File: src/rtl/dpf_pkg.sv
package dpf_pkg;
   // identifies one of the two physical prefetch queues
   typedef logic qsel_t;

   function automatic qsel_t other_q(input qsel_t q);
      return ~q;
   endfunction
endpackage

File: src/rtl/dpf_queue.sv
module dpf_queue #(
   parameter int AW = 16,
   parameter int DW = 32,
   parameter int DEPTH = 4,
   parameter logic [AW-1:0] RESET_ADDR = '0
) (
   input  logic          clk,
   input  logic          rst,
   input  logic          load,
   input  logic [AW-1:0] load_addr,
   input  logic          flush,
   input  logic          req_take,
   input  logic          rsp_done,
   input  logic          push,
   input  logic [DW-1:0] push_data,
   input  logic          pop,
   output logic [DW-1:0] head_data,
   output logic [AW-1:0] head_addr,
   output logic          empty,
   output logic          space,
   output logic [AW-1:0] fetch_addr,
   output logic [$clog2(DEPTH+1)-1:0] inflight
);
   localparam int PW = $clog2(DEPTH);
   localparam int CW = $clog2(DEPTH+1);
   localparam logic [CW:0] LIMIT = (CW+1)'(DEPTH);

   if (DEPTH < 2 || (DEPTH & (DEPTH-1)) != 0) begin : g_bad_depth
      $error("dpf_queue: DEPTH must be a power of two of at least 2");
   end

   logic [DW-1:0] data_q [DEPTH];
   logic [AW-1:0] addr_q [DEPTH];
   logic [PW-1:0] rd_ptr, wr_ptr;
   logic [CW-1:0] count;
   logic [CW-1:0] inflight_q;
   logic [AW-1:0] fetch_q, push_addr_q;

   logic clear, do_push, do_pop;
   assign clear   = flush | load;
   assign do_push = push & ~clear;
   assign do_pop  = pop & ~clear;

   always_ff @(posedge clk) begin
      if (do_push) begin
         data_q[wr_ptr] <= push_data;
         addr_q[wr_ptr] <= push_addr_q;
      end
   end

   always_ff @(posedge clk) begin
      if (rst) begin
         rd_ptr      <= '0;
         wr_ptr      <= '0;
         count       <= '0;
         inflight_q  <= '0;
         fetch_q     <= RESET_ADDR;
         push_addr_q <= RESET_ADDR;
      end else begin
         inflight_q <= inflight_q + CW'(req_take) - CW'(rsp_done);
         if (load) begin
            fetch_q     <= load_addr;
            push_addr_q <= load_addr;
         end else begin
            if (req_take) fetch_q <= fetch_q + 1'b1;
            if (do_push)  push_addr_q <= push_addr_q + 1'b1;
         end
         if (clear) begin
            rd_ptr <= '0;
            wr_ptr <= '0;
            count  <= '0;
         end else begin
            if (do_push) wr_ptr <= wr_ptr + 1'b1;
            if (do_pop)  rd_ptr <= rd_ptr + 1'b1;
            count <= count + CW'(do_push) - CW'(do_pop);
         end
      end
   end

   assign head_data  = data_q[rd_ptr];
   assign head_addr  = addr_q[rd_ptr];
   assign empty      = (count == '0);
   assign space      = ({1'b0, count} + {1'b0, inflight_q}) < LIMIT;
   assign fetch_addr = fetch_q;
   assign inflight   = inflight_q;

   // a word is only written when a slot is free
   a_r3_no_overflow: assert property (@(posedge clk) disable iff (rst)
      (do_push && !do_pop) |-> (count < CW'(DEPTH)));

   // held plus requested words stay within the queue depth
   a_r3_credit_bound: assert property (@(posedge clk) disable iff (rst)
      ({1'b0, count} + {1'b0, inflight_q}) <= LIMIT);

   // every response for this queue matches an earlier request
   a_r10_rsp_matched: assert property (@(posedge clk) disable iff (rst)
      rsp_done |-> (inflight_q != '0));
endmodule

File: src/rtl/dpf_tagq.sv
module dpf_tagq #(
   parameter int DEPTH = 8
) (
   input  logic clk,
   input  logic rst,
   input  logic push,
   input  logic tag_in,
   input  logic pop,
   output logic tag_out,
   output logic empty,
   output logic full
);
   localparam int PW = $clog2(DEPTH);
   localparam int CW = $clog2(DEPTH+1);

   if (DEPTH < 2 || (DEPTH & (DEPTH-1)) != 0) begin : g_bad_depth
      $error("dpf_tagq: DEPTH must be a power of two of at least 2");
   end

   logic          tags [DEPTH];
   logic [PW-1:0] rd_ptr, wr_ptr;
   logic [CW-1:0] count;

   always_ff @(posedge clk) begin
      if (push) tags[wr_ptr] <= tag_in;
   end

   always_ff @(posedge clk) begin
      if (rst) begin
         rd_ptr <= '0;
         wr_ptr <= '0;
         count  <= '0;
      end else begin
         if (push) wr_ptr <= wr_ptr + 1'b1;
         if (pop)  rd_ptr <= rd_ptr + 1'b1;
         count <= count + CW'(push) - CW'(pop);
      end
   end

   assign tag_out = tags[rd_ptr];
   assign empty   = (count == '0);
   assign full    = (count == CW'(DEPTH));

   // the memory never returns more words than were requested
   a_r10_rsp_has_tag: assert property (@(posedge clk) disable iff (rst)
      pop |-> !empty);

   // queue credits keep the tag store from overflowing
   a_r3_tag_room: assert property (@(posedge clk) disable iff (rst)
      push |-> (!full || pop));
endmodule

File: src/rtl/dpf_rr.sv
module dpf_rr (
   input  logic       clk,
   input  logic       rst,
   input  logic [1:0] elig,
   input  logic       fire,
   output logic       grant,
   output logic       any
);
   logic last;

   assign any   = |elig;
   assign grant = (elig == 2'b11) ? ~last : elig[1];

   always_ff @(posedge clk) begin
      if (rst)       last <= 1'b1;
      else if (fire) last <= grant;
   end

   // back-to-back grants with both queues eligible alternate
   a_r5_alternate: assert property (@(posedge clk) disable iff (rst)
      (fire && elig == 2'b11 && $past(fire) && !$past(rst)) |-> (grant != $past(grant)));
endmodule

File: src/rtl/dual_path_prefetch.sv
module dual_path_prefetch #(
   parameter int AW = 16,
   parameter int DW = 32,
   parameter int QDEPTH = 4,
   parameter logic [AW-1:0] RESET_VEC = 16'h0100
) (
   input  logic          clk,
   input  logic          rst,
   output logic          mem_req_valid,
   input  logic          mem_req_ready,
   output logic [AW-1:0] mem_req_addr,
   input  logic          mem_rsp_valid,
   input  logic [DW-1:0] mem_rsp_data,
   input  logic          br_valid,
   output logic          br_ready,
   input  logic [AW-1:0] br_target,
   input  logic          rs_valid,
   input  logic          rs_taken,
   output logic          out_valid,
   input  logic          out_ready,
   output logic [DW-1:0] out_data,
   output logic [AW-1:0] out_addr
);
   import dpf_pkg::*;

   localparam int CW = $clog2(QDEPTH+1);
   localparam int TAGS = 2 * QDEPTH;

   if (AW < 4) begin : g_bad_aw
      $error("dual_path_prefetch: AW must be at least 4");
   end

   qsel_t         prim, sec;
   logic          br_pend;
   logic [AW-1:0] br_target_q;

   logic          accept, resolve, mem_fire;
   logic [1:0]    elig, req_take, rsp_done, push, pop, load, flush;
   logic          grant, any_elig;
   logic          tag_head, tag_empty, tag_full;

   logic [DW-1:0] head_data_a [2];
   logic [AW-1:0] head_addr_a [2];
   logic [AW-1:0] fetch_a [2];
   logic [CW-1:0] inflight_a [2];
   logic [1:0]    empty_a, space_a;

   assign sec      = other_q(prim);
   assign accept   = br_valid && br_ready;
   assign resolve  = rs_valid && br_pend;
   assign mem_fire = mem_req_valid && mem_req_ready;

   for (genvar i = 0; i < 2; i++) begin : g_q
      localparam logic [AW-1:0] START = (i == 0) ? RESET_VEC : '0;
      logic is_prim;
      assign is_prim     = (prim == qsel_t'(i));
      assign elig[i]     = space_a[i] && (is_prim || br_pend);
      assign load[i]     = accept && !is_prim;
      assign flush[i]    = resolve && (rs_taken ? is_prim : !is_prim);
      assign req_take[i] = mem_fire && (grant == qsel_t'(i));
      assign rsp_done[i] = mem_rsp_valid && (tag_head == qsel_t'(i));
      assign push[i]     = rsp_done[i] && (is_prim || br_pend);
      assign pop[i]      = is_prim && out_valid && out_ready;

      dpf_queue #(
         .AW(AW), .DW(DW), .DEPTH(QDEPTH), .RESET_ADDR(START)
      ) u_q (
         .clk(clk), .rst(rst),
         .load(load[i]), .load_addr(br_target),
         .flush(flush[i]),
         .req_take(req_take[i]), .rsp_done(rsp_done[i]),
         .push(push[i]), .push_data(mem_rsp_data),
         .pop(pop[i]),
         .head_data(head_data_a[i]), .head_addr(head_addr_a[i]),
         .empty(empty_a[i]), .space(space_a[i]),
         .fetch_addr(fetch_a[i]), .inflight(inflight_a[i])
      );
   end

   dpf_rr u_rr (
      .clk(clk), .rst(rst), .elig(elig), .fire(mem_fire),
      .grant(grant), .any(any_elig)
   );

   dpf_tagq #(.DEPTH(TAGS)) u_tags (
      .clk(clk), .rst(rst),
      .push(mem_fire), .tag_in(grant),
      .pop(mem_rsp_valid), .tag_out(tag_head),
      .empty(tag_empty), .full(tag_full)
   );

   assign mem_req_valid = any_elig && !tag_full;
   assign mem_req_addr  = fetch_a[grant];

   assign br_ready  = !br_pend && (inflight_a[sec] == '0);
   assign out_valid = !br_pend && !empty_a[prim];
   assign out_data  = head_data_a[prim];
   assign out_addr  = head_addr_a[prim];

   always_ff @(posedge clk) begin
      if (rst) begin
         prim        <= 1'b0;
         br_pend     <= 1'b0;
         br_target_q <= '0;
      end else begin
         if (accept) begin
            br_pend     <= 1'b1;
            br_target_q <= br_target;
         end else if (resolve) begin
            br_pend <= 1'b0;
            if (rs_taken) prim <= sec;
         end
      end
   end

   // a branch offered while one is open leaves the held target alone
   a_r6_second_ignored: assert property (@(posedge clk) disable iff (rst)
      (br_pend && br_valid && !resolve) |=> (br_target_q == $past(br_target_q)));

   // a not-taken outcome keeps the same queue feeding decode
   a_r7_keep_stream: assert property (@(posedge clk) disable iff (rst)
      (resolve && !rs_taken) |=> (prim == $past(prim)));

   // once the target word has been requested it is not read again after a taken outcome
   a_r8_no_refetch: assert property (@(posedge clk) disable iff (rst)
      $past(resolve && rs_taken && (fetch_a[sec] != br_target_q))
      |-> !(mem_fire && mem_req_addr == $past(br_target_q)));

   // nothing is delivered while the tag store says no word came back
   a_r10_no_phantom: assert property (@(posedge clk) disable iff (rst)
      (mem_rsp_valid && tag_empty) |-> 1'b0);
endmodule

File: config.mk
export PLATFORM = sky130hd
export DESIGN_NAME = dual_path_prefetch
export DESIGN_NICKNAME = d
export VERILOG_FILES = /design/src/rtl/dpf_pkg.sv /design/src/rtl/dpf_queue.sv /design/src/rtl/dpf_tagq.sv /design/src/rtl/dpf_rr.sv /design/src/rtl/dual_path_prefetch.sv
export SDC_FILE = /design/constraint.sdc
export NUM_CORES = 1
export LEC_CHECK = 0
export CORE_MARGIN = 2
export CORE_UTILIZATION = 59
export DETAILED_ROUTE_END_ITERATION = 12
export PLACE_DENSITY = 0.79
export SLEW_MARGIN = 20
export SYNTH_ARGS = -nofsm -noshare
export SYNTH_HDL_FRONTEND = slang
export SYNTH_HIERARCHICAL = 1
export SYNTH_SLANG_ARGS = --single-unit
File: constraint.sdc
create_clock -name clk -period 4.48 [get_ports clk]
set_input_delay 0.448 -clock clk [delete_from_list [all_inputs] [get_ports clk]]
set_output_delay 0.448 -clock clk [all_outputs]
set_load 0.01 [all_outputs]
==> flow_metrics.py <==
metrics = {
    "run_status": {
        "outcome": "finished, final reports clean",
    },
    "placed_design": {
        "place_congestion": 0.8823,
        "dp_hpwl_um": 25730,
        "port_buffers": 122,
        "dp.cells": 1764,
    },
    "sta": {
        "hold_violations": 0,
        "slew_headroom": 0.3203,
        "finalClockSkew_ps": 14.12,
        "fin_crit_ps": 3837,
        "fmax_mhz": 260.6,
        "fin_setup_tns_ps": 0,
        "worst_pin_slew_ps": 1020,
        "drv_slew": 0,
        "min_period_over_period": 0.8566,
        "setup_violations": 0,
        "rsz0062_at_grt": "no",
    },
    "synth": {
        "yosysWarnings": 6,
        "syn_inst": 1219,
        "syn_nets": 1312,
        "syn_area_per_cell_um2": 16.92,
        "synth.cell_area_mm2": 0.02063,
    },
    "die": {
        "die_y_um": 191.0,
        "initial_core_util": 0.5987,
        "row_count": 68,
        "core_mm2": 0.03446,
        "die_x_um": 191.0,
        "die_area_mm2": 0.03648,
        "io_pins": 123,
    },
    "cells_and_area": {
        "n_antenna_cell": 0,
        "layout.cells.non_filler": 1856,
        "drive_gt1_frac": 0.2113,
        "final_common_cell": "edfxtp_1",
        "multi_input_area_mm2": 0.006260,
        "area_growth_pct": 16.78,
        "fin_util": 0.6992,
        "final_cell_mix": "edfxtp_1 (392), clkdlybuf4s50_1 (121), dfxtp_1 (99)",
        "nNetsFinal": 1453,
        "nFillCells": 2178,
        "regArea_mm2": 0.01386,
    },
    "global_route": {
        "grt_first_pass_wirelength_um": 67070,
        "antenna_found_initial": 0,
        "grt_pass1_vias": 11580,
        "track_usage": 0.2429,
        "grt_max_degree": 66,
        "grt_remaining_overflow": 0,
    },
    "critical_path": {
        "timing.rr.start": "g_q[0].u_q/inflight[1]",
        "cp_data_required_time_ps": 4030,
        "critPathCaptureType": "output port",
        "reg2regPathDepth": 12,
        "rrSetupSlack_ps": 710,
        "cp-endpoint": "mem_req_addr[8]",
        "crit_fanout": 18,
        "worst_r2r_endpoint": "g_q[0].u_q/fetch_addr[12]",
        "crit_path_start_kind": "register",
        "crit_start": "g_q[1].u_q/inflight[1]",
        "criticalPathCategory": "register to output port",
        "cp_data_arrival_time_ps": 3390,
    },
    "routing": {
        "drt_iter0_drc": 1004,
        "drc_errors": 0,
        "vias_per_cell": 6.077,
        "postRouteAntennaNets": 0,
        "drt-pass1-iter-count": 5,
        "wl_um": 43210,
        "avgRoutedWirePerCell_um": 23.28,
        "via_count": 11280,
    },
    "clock_tree": {
        "cts.path.max_buffers": 3,
        "path_clk_slew_ps": 60,
        "numCtsBuffers": 49,
        "clk_latency_ps": 560,
        "cts-root-buf": "clkbuf_16",
        "cts_max_level": 2,
        "cts_hold_buf": 0,
        "cts_resized": 0,
        "postCtsSetupRepairBufs": 0,
        "cts_tree": "built",
        "cts.sinks": 496,
    },
    "job": {
        "cap_violations": 0,
    },
    "power_and_ir_drop": {
        "p_per_area_mw_per_mm2": 528.0,
        "p_leak_nw": 8.022,
        "total_power_mw": 12.72,
        "vdd_drop_max_mv": 0.3322,
    },
    "min_path": {
        "hold_path.class": "primary input to register",
    },
}
[worst max-delay path, stage by stage (launching register included)]
cell and delay (ps):
dfxtp_1 440, ha_1 270, and3_1 180, nor4_1 140, nor2b_1 190, a21boi_2 400
buf_4 340, mux2_2 380, clkdlybuf4s50_1 480
[metal layers]
layer	vias to the layer above	global-route usage	part of all wire
met5	-	0	0
met4	0	0.04860	0.012
met2	478	0.4089	0.50
li1	5031	-	-
met1	5729	0.3447	0.41
met3	41	0.03158	0.071
[flip-flops by register name, summed over array words and instances (netlist names), named ones only]
register	flops
g_q.u_q/data_q	256
g_q.is_prim	1
br_pend	1
u_tags/tags	8
u_tags/rd_ptr	3
g_q.u_q/addr_q	128
g_q.u_q/count	6
u_rr/last	1
g_q.u_q/push_addr_q	32
g_q.u_q/wr_ptr	4
g_q.u_q/rd_ptr	4
g_q.u_q/fetch_addr	32
g_q.u_q/inflight	6
u_tags/wr_ptr	3
u_tags/count	4
[stage by stage]
stage	hold slack, ps	area (µm²)	worst slack [ps]
after floorplan	459.4	20630	865.0
after global placement	506.1	22380	883.2
after detailed placement	520.6	22380	729.3
after CTS	258.4	24090	610.6
after global routing	272.0	24090	298.3
final	296.1	24090	642.6
[final cells by class]
class	instances	share of cell area
sequential	496	0.5755
multi-input combinational	608	0.2598
timing repair buffer	144	0.06045
clock buffer	68	0.05801
tap	455	0.02363
clock inverter	24	0.01309
inverter	61	0.009504
[how the worst min path moves through the flow]
stage,start,to,cells after the start
floorplan,g_q[0].u_q/push_addr_q[7],g_q[0].u_q/addr_q[0][7],0
finish,rst,g_q[0].u_q/count[0],3
global route,rst,g_q[0].u_q/count[0],3
detailed placement,g_q[0].u_q/rd_ptr[1],register,2
CTS,rst,g_q[0].u_q/count[0],3
global placement,g_q[0].u_q/rd_ptr[1],register,2
[power by group]
| group | internal [mW] | total [mW] | switching [mW] |
|---|---|---|---|
| registers | 5.45 | 5.92 | 0.475 |
| logic | 1.37 | 2.51 | 1.15 |
| clock network | 2.59 | 4.28 | 1.69 |
(Power assumes the default switching activity.)
